$ cat src/rtl/port_pkg.sv
package port_pkg;
    localparam int PORT_W = 8;

    typedef logic [PORT_W-1:0] port_t;

    localparam logic [1:0] OFF_DOUT = 2'd0;
    localparam logic [1:0] OFF_DIR  = 2'd1;
    localparam logic [1:0] OFF_MODE = 2'd2;
    localparam logic [1:0] OFF_DRV  = 2'd3;

    typedef struct packed {
        port_t dout;
        port_t dir;
        port_t mode;
        port_t drv;
        port_t addr;
    } cfg_t;

    typedef struct packed {
        port_t s1;
        port_t s2;
    } sync_t;
endpackage

$ cat src/rtl/port_cfg_regs.sv
module port_cfg_regs
    import port_pkg::*;
#(
    parameter int PIN_COUNT     = 8,
    parameter bit HAS_MODE_CTRL = 1'b1
) (
    input  logic       clk,
    input  logic       rst_n,
    input  logic       reg_wen,
    input  logic [1:0] reg_off,
    input  port_t      reg_wdata,
    input  logic       ale,
    input  port_t      addr_in,
    output cfg_t       cfg
);
    localparam port_t ACTIVE_MASK = port_t'((1 << PIN_COUNT) - 1);

    cfg_t cfg_d, cfg_q;

    always_comb begin
        cfg_d = cfg_q;
        if (reg_wen) begin
            case (reg_off)
                OFF_DOUT: cfg_d.dout = reg_wdata & ACTIVE_MASK;
                OFF_DIR:  cfg_d.dir  = reg_wdata & ACTIVE_MASK;
                OFF_MODE: cfg_d.mode = HAS_MODE_CTRL ? (reg_wdata & ACTIVE_MASK) : '0;
                default:  cfg_d.drv  = reg_wdata & ACTIVE_MASK;
            endcase
        end
        if (ale) begin
            cfg_d.addr = addr_in & ACTIVE_MASK;
        end
    end

    always_ff @(posedge clk or negedge rst_n) begin
        if (!rst_n) begin
            cfg_q <= '0;
        end else begin
            cfg_q <= cfg_d;
        end
    end

    assign cfg = cfg_q;
endmodule

$ cat src/rtl/port_in_sync.sv
module port_in_sync
    import port_pkg::*;
#(
    parameter int PIN_COUNT = 8
) (
    input  logic  clk,
    input  logic  rst_n,
    input  port_t pin_in,
    output port_t pin_sync
);
    localparam port_t ACTIVE_MASK = port_t'((1 << PIN_COUNT) - 1);

    sync_t sync_d, sync_q;

    always_comb begin
        sync_d.s1 = pin_in & ACTIVE_MASK;
        sync_d.s2 = sync_q.s1;
    end

    always_ff @(posedge clk or negedge rst_n) begin
        if (!rst_n) begin
            sync_q <= '0;
        end else begin
            sync_q <= sync_d;
        end
    end

    assign pin_sync = sync_q.s2;
endmodule

$ cat src/rtl/port_pin_mux.sv
module port_pin_mux
    import port_pkg::*;
#(
    parameter int PIN_COUNT = 8
) (
    input  port_t dout,
    input  port_t dir,
    input  port_t mode,
    input  port_t addr,
    output port_t pin_out,
    output port_t pin_oe
);
    for (genvar i = 0; i < PORT_W; i++) begin : g_pin
        if (i < PIN_COUNT) begin : g_live
            assign pin_out[i] = mode[i] ? addr[i] : dout[i];
            assign pin_oe[i]  = dir[i];
        end else begin : g_dead
            assign pin_out[i] = 1'b0;
            assign pin_oe[i]  = 1'b0;
        end
    end
endmodule

$ cat src/rtl/gpio_mux_port.sv
module gpio_mux_port
    import port_pkg::*;
#(
    parameter int PIN_COUNT     = 8,
    parameter bit HAS_MODE_CTRL = 1'b1
) (
    input  logic       clk,
    input  logic       rst_n,
    input  logic [1:0] reg_off,
    input  logic       reg_wen,
    input  logic [7:0] reg_wdata,
    output logic [7:0] reg_rdata,
    input  logic       ale,
    input  logic [7:0] addr_in,
    input  logic [7:0] pin_in,
    output logic [7:0] pin_out,
    output logic [7:0] pin_oe
);
    cfg_t  cfg;
    port_t pin_sync;

    port_cfg_regs #(.PIN_COUNT(PIN_COUNT), .HAS_MODE_CTRL(HAS_MODE_CTRL)) u_regs (
        .clk(clk), .rst_n(rst_n), .reg_wen(reg_wen), .reg_off(reg_off),
        .reg_wdata(reg_wdata), .ale(ale), .addr_in(addr_in), .cfg(cfg)
    );

    port_in_sync #(.PIN_COUNT(PIN_COUNT)) u_sync (
        .clk(clk), .rst_n(rst_n), .pin_in(pin_in), .pin_sync(pin_sync)
    );

    port_pin_mux #(.PIN_COUNT(PIN_COUNT)) u_mux (
        .dout(cfg.dout), .dir(cfg.dir), .mode(cfg.mode), .addr(cfg.addr),
        .pin_out(pin_out), .pin_oe(pin_oe)
    );

    always_comb begin
        case (reg_off)
            OFF_DOUT: reg_rdata = pin_sync;
            OFF_DIR:  reg_rdata = cfg.dir;
            OFF_MODE: reg_rdata = cfg.mode;
            default:  reg_rdata = cfg.drv;
        endcase
    end
endmodule

$ cat config.mk
export PLATFORM = sky130hd
export DESIGN_NAME = gpio_mux_port
export DESIGN_NICKNAME = d
export VERILOG_FILES = /design/src/rtl/port_pkg.sv /design/src/rtl/port_cfg_regs.sv /design/src/rtl/port_in_sync.sv /design/src/rtl/port_pin_mux.sv /design/src/rtl/gpio_mux_port.sv
export SDC_FILE = /design/constraint.sdc
export NUM_CORES = 1
export LEC_CHECK = 0
export ABC_CLOCK_PERIOD_IN_PS = 1400
export CAP_MARGIN = 40
export CORE_UTILIZATION = 49
export CTS_CLUSTER_SIZE = 14
export DETAILED_ROUTE_END_ITERATION = 10
export PLACE_DENSITY = 0.87
export SLEW_MARGIN = 20
export SYNTH_ARGS = -nofsm -noshare
export SYNTH_HDL_FRONTEND = slang
export SYNTH_HIERARCHICAL = 1
export SYNTH_SLANG_ARGS = --single-unit
$ cat constraint.sdc
create_clock -name clk -period 1.4 [get_ports clk]
set_input_delay 0.28 -clock clk [delete_from_list [all_inputs] [get_ports clk]]
set_output_delay 0.28 -clock clk [all_outputs]
set_load 0.03 [all_outputs]
# Word-level counts from Yosys, hierarchy flattened
# Index checks and enable logic that the tools add are counted.
[word_totals] wordCells=25 reg_bits=56 inputBits=30
[classes] n_eq_ne=2 mux=9 n_reduce_logical=6 bitwise_logic=1
[op_table] op="one-hot mux 8 bit (3 select lines)" n=1
[op_table] op="two-way mux 1 bit" n=8
[op_table] op="AND reduction 2 bit" n=4
[op_table] op="OR reduction 3 bit" n=1
[op_table] op="equality test 2 x 1 -> 1 bit, second input constant" n=1
[op_table] op="equality test 2 bit, second input constant" n=1
[op_table] op="zero test 2 bit" n=1
[op_table] op="inverter 1 bit" n=1

# Longest topological paths before layout
[logic_depth] depth_word=4 depth_mapped=2 mapped_depth_nobuf=2

# Cells and area by module
# The synthesis kept the hierarchy.
[modules_own_cells] module="port_cfg_regs" area_per_inst_um2=1506.4 cells_per_inst=85 n_inst=1 seq_area_each_um2=1001.0
[modules_own_cells] module="port_in_sync" area_per_inst_um2=400.4 cells_per_inst=16 n_inst=1 seq_area_each_um2=400.4
[modules_own_cells] module="gpio_mux_port" area_per_inst_um2=196.4 cells_per_inst=10 n_inst=1 seq_area_each_um2=0.0
[modules_own_cells] module="port_pin_mux" area_per_inst_um2=180.2 cells_per_inst=16 n_inst=1 seq_area_each_um2=0.0

# Worst setup path after synthesis
# No wires, ideal clock.
[synth_timing] kind="input port to output port" startpoint="input port reg_off[0]" endpoint="output port reg_rdata[0]" n_path_buf=1 arrival_time_ps=1020 slack_ps=100 stages=2 path_cell_list="buf_6 mux4_2"
[synth_via] elab_chain_cells=2 word_cells_on_any_way=4 cone_classes="eq/ne (2); mux (1); reduce/logical (1)"
[synth_lines] item="from (decl)" line_no="gpio_mux_port.sv:9" source="input logic [1:0] reg_off,"
[synth_lines] item="equality test 2 bit, or another cell as far along" line_no="gpio_mux_port.sv:37" source="case (reg_off)"
[synth_lines] item="one-hot mux 8 bit (3 select lines) *" line_no="gpio_mux_port.sv:37"
[synth_lines] item="to (decl)" line_no="gpio_mux_port.sv:12" source="output logic [7:0] reg_rdata,"
# Every way passes the cells marked *; elsewhere a longest branch is shown, timed or not.

# Worst setup path after layout
[layout_timing] startpoint="register u_regs.cfg_q, in the netlist u_regs/cfg[16]" endpoint="output port reg_rdata[0]"
[layout_via] elab_chain_cells=1
[layout_lines] item="from (decl)" line_no="port_cfg_regs.sv:18" source="cfg_t cfg_d, cfg_q;"
[layout_lines] item="from (signal assigned)" line_no="port_cfg_regs.sv:39" source="cfg_q <= cfg_d;"
[layout_lines] item="one-hot mux 8 bit (3 select lines)" line_no="gpio_mux_port.sv:37"
# Every way passes these cells.

==> results.py <==
metrics = {
    "synth": {
        "yosysWarnings": 6,
        "syn-cell-area_um2": 2280,
        "synthMostInstantiatedCell": "dfrtp_1",
        "syn_nets": 157,
        "yosysTopAreaCellShare_pct": 61.4,
        "avgSynthCellArea_um2": 18.0,
        "synthTopCellsByCount": "dfrtp_1, mux2_2, buf_4, mux2_4, mux4_2",
        "synth.largest_area_cell": "dfrtp_1",
        "async_reset_ff_share_pct": 100,
        "synth.distinct_cells": 11,
        "synth_area_leaders": "dfrtp_1, mux2_2, mux4_2",
        "ys_seq_area_share_pct": 61.4,
        "synth_edf_count": 0,
        "synth_cells": 127,
        "ys_seq_elements": 56,
        "synthFlopType": "dfrtp_1",
    },
    "clock_tree": {
        "root_buffer": "clkbuf_8",
        "cts_buffer_depth": 2,
        "cts_tree": "built",
        "cts.sinks": 56,
        "cts_inserted_buffers": 5,
        "htree_levels": 2,
        "insertion_delay_ns": 0.30,
        "clkTransAtPathRegs_ns": 0.09,
    },
    "floorplanning": {
        "boundaryPins": 54,
        "row_count": 24,
        "die_x_um": 70.3,
        "die_h_um": 70.3,
        "core_area_um2": 4410,
        "die_area_um2": 4940,
        "initial_core_util_pct": 51.7,
    },
    "timing": {
        "worst_pin_slew_ns": 0.527,
        "layout_worst_path_cycle_share_pct": 117,
        "fin_skew_ns": 0.00148,
        "relSlewSlack_pct": 64.8,
        "rsz0062_at_grt": "yes",
        "min_period_ns": 1.64,
        "finalHoldViolations": 0,
        "setup_viol": 16,
        "slew_viol_final": 0,
        "worst_slack_ns": -0.239,
        "timing.fmax_mhz": 610,
    },
    "worst_setup_path": {
        "critPathTopFamily": "multiplexers",
        "cp_cell_sequence": "mux4_2 > buf_6",
        "cpPeakStageDelay_ns": 0.48,
        "cp_max_fo": 2,
        "worst-endpoint-required_ns": 1.12,
        "r2r-end": "u_regs/cfg[16]",
        "endpoint_kind": "output pin",
        "critical_path_buf_inv_count": 1,
        "regToRegStartpoint": "u_regs/cfg[16]",
        "crit_arrival_ns": 1.36,
        "cp-start-kind": "flip-flop",
        "reg2reg_slack_ns": 0.37,
        "crit_type": "reg -> out",
        "crit_slowest_cell": "mux4_2",
        "ff2ff_path_depth": 3,
    },
    "worst_hold_path": {
        "hold_end": "u_sync/pin_sync[2]",
        "hold_path_depth": 0,
        "hp-class": "reg -> reg",
        "min_from": "u_sync/sync_d[2]",
    },
    "finish": {
        "nNetsFinal": 240,
        "antennaDiodeCount": 0,
        "drive_above_1_share_pct": 59.2,
        "stdcell_area_um2": 3200,
        "stdcell_count": 263,
        "fillCellCount": 277,
        "utilization_pct": 72.4,
        "syn_to_final_growth_pct": 40.1,
    },
    "pwr": {
        "power_density_nw_per_um2": 1330,
        "peakVddDrop_mv": 0.687,
        "p_leak_uw": 0.00144,
    },
    "place": {
        "dpl-instance-area_um2": 3020,
        "io_buffers": 53,
        "gp_congestion": 0.790,
        "hpwl_um": 3490,
        "dp.cells": 248,
    },
    "global_routing": {
        "grt_first_pass_wirelength_um": 8090,
        "grt_pass1_vias": 1579,
        "top_usage_layer": "met2",
        "grt.met2_usage_pct": 38.6,
        "antenna_found_initial": 0,
        "grt_util_all_layers_pct": 22.3,
        "grt-ovfl-total": 0,
        "met3_usage_pct": 5.92,
        "grtUsageMet1_pct": 26.1,
        "grt_max_degree": 34,
    },
    "detailed_routing": {
        "firstDrtPassIters": 4,
        "wl_per_cell_um": 18.3,
        "vias_per_cell": 5.05,
        "initialDrtViolationCount": 49,
        "routed_wl_um": 4820,
        "drc": 0,
        "num_vias": 1329,
        "ant_nets": 0,
    },
    "outcome": {
        "failed_checks": "negative setup slack",
        "status": "complete, but fails checks",
    },
    "job": {
        "drv_cap": 0,
    },
}
## what timing repair did
action | in CTS | in global routing
gates cloned | 1 | 0
gates resized for setup | 147 | 15
endpoints found under the setup margin | 56 | 23
setup buffers | 4 | 1
hold buffers | 1 | 0
endpoints found under the hold margin | 20 | 0
## layout by cell type (no fill, tap or decap), drive strengths merged
cell / synthesis / routed
nor3b: 1 / 1
dlygate4sd2: 0 / 1
dlygate4sd3: 0 / 1
dfrtp: 56 / 56
clkdlybuf4s50: 0 / 26
nand3b: 2 / 2
nand3: 1 / 1
mux4: 8 / 8
mux2: 48 / 48
clkbuf: 2 / 8
buf: 9 / 59
## stage by stage
step	power, µW	setup slack [ns]	setup TNS (ns)	hold slack [ns]
floorplan	2750	0.0996	0	-0.0156
global placement	3270	-0.933	-23.54	0.271
detailed placement	3330	-0.946	-24.10	0.284
CTS	4310	-0.235	-2.99	0.363
global route	4460	-0.273	-3.58	0.367
finish	4270	-0.239	-2.90	0.357
## metal layers
metal | wire, µm | share of wire [%] | up-vias
met4 | 97 | 2.0 | 0
met5 | 0 | 0 | -
li1 | - | - | 619
met3 | 188 | 3.9 | 8
met1 | 1900 | 40 | 670
met2 | 2630 | 55 | 32
## worst max path at each step
stage                         from            to  slack, ns  cells past startpoint
finish              u_regs/cfg[16]  reg_rdata[0]      -0.24                      2
CTS                 u_regs/cfg[19]  reg_rdata[3]      -0.23                      2
global route        u_regs/cfg[23]  reg_rdata[7]      -0.27                      2
detailed placement      reg_off[0]  reg_rdata[0]      -0.95                      4
global placement        reg_off[0]  reg_rdata[1]      -0.93                      4
floorplan               reg_off[0]  reg_rdata[0]        0.1                      2
## report_power, final
part	total [µW]	switching (µW)	internal (µW)
logic	1420	626	797
registers	1960	125	1840
clock network	879	475	404
total	4270	1230	3040
## sequential cells by signal, summed over array words and instances, names as in the netlist
register	count
u_sync/sync_d	8
u_sync/pin_sync	8
u_regs/cfg	40
## logic make-up (layout without fill, tap and decap cells)
kind of cell	after synthesis	after routing	synth area share, %
mux	56	56	32.9
flops	56	56	61.4
buf+inv	11	95	3.51
simple gates	4	4	2.25
## worst reg2reg max path: stages (launching register included)
cell and delay (ns):
dfrtp_1 0.41, buf_6 0.13, buf_4 0.12, mux2_2 0.27
## final cells by class
type | count | area (µm²) | area share, %
timing repair buffer | 87 | 840 | 26.3
tap | 52 | 65.1 | 2.03
clock buffer | 8 | 90.1 | 2.82
sequential | 56 | 1400 | 43.8
multi-input combinational | 60 | 802 | 25.1
(Power assumes the default switching activity.)
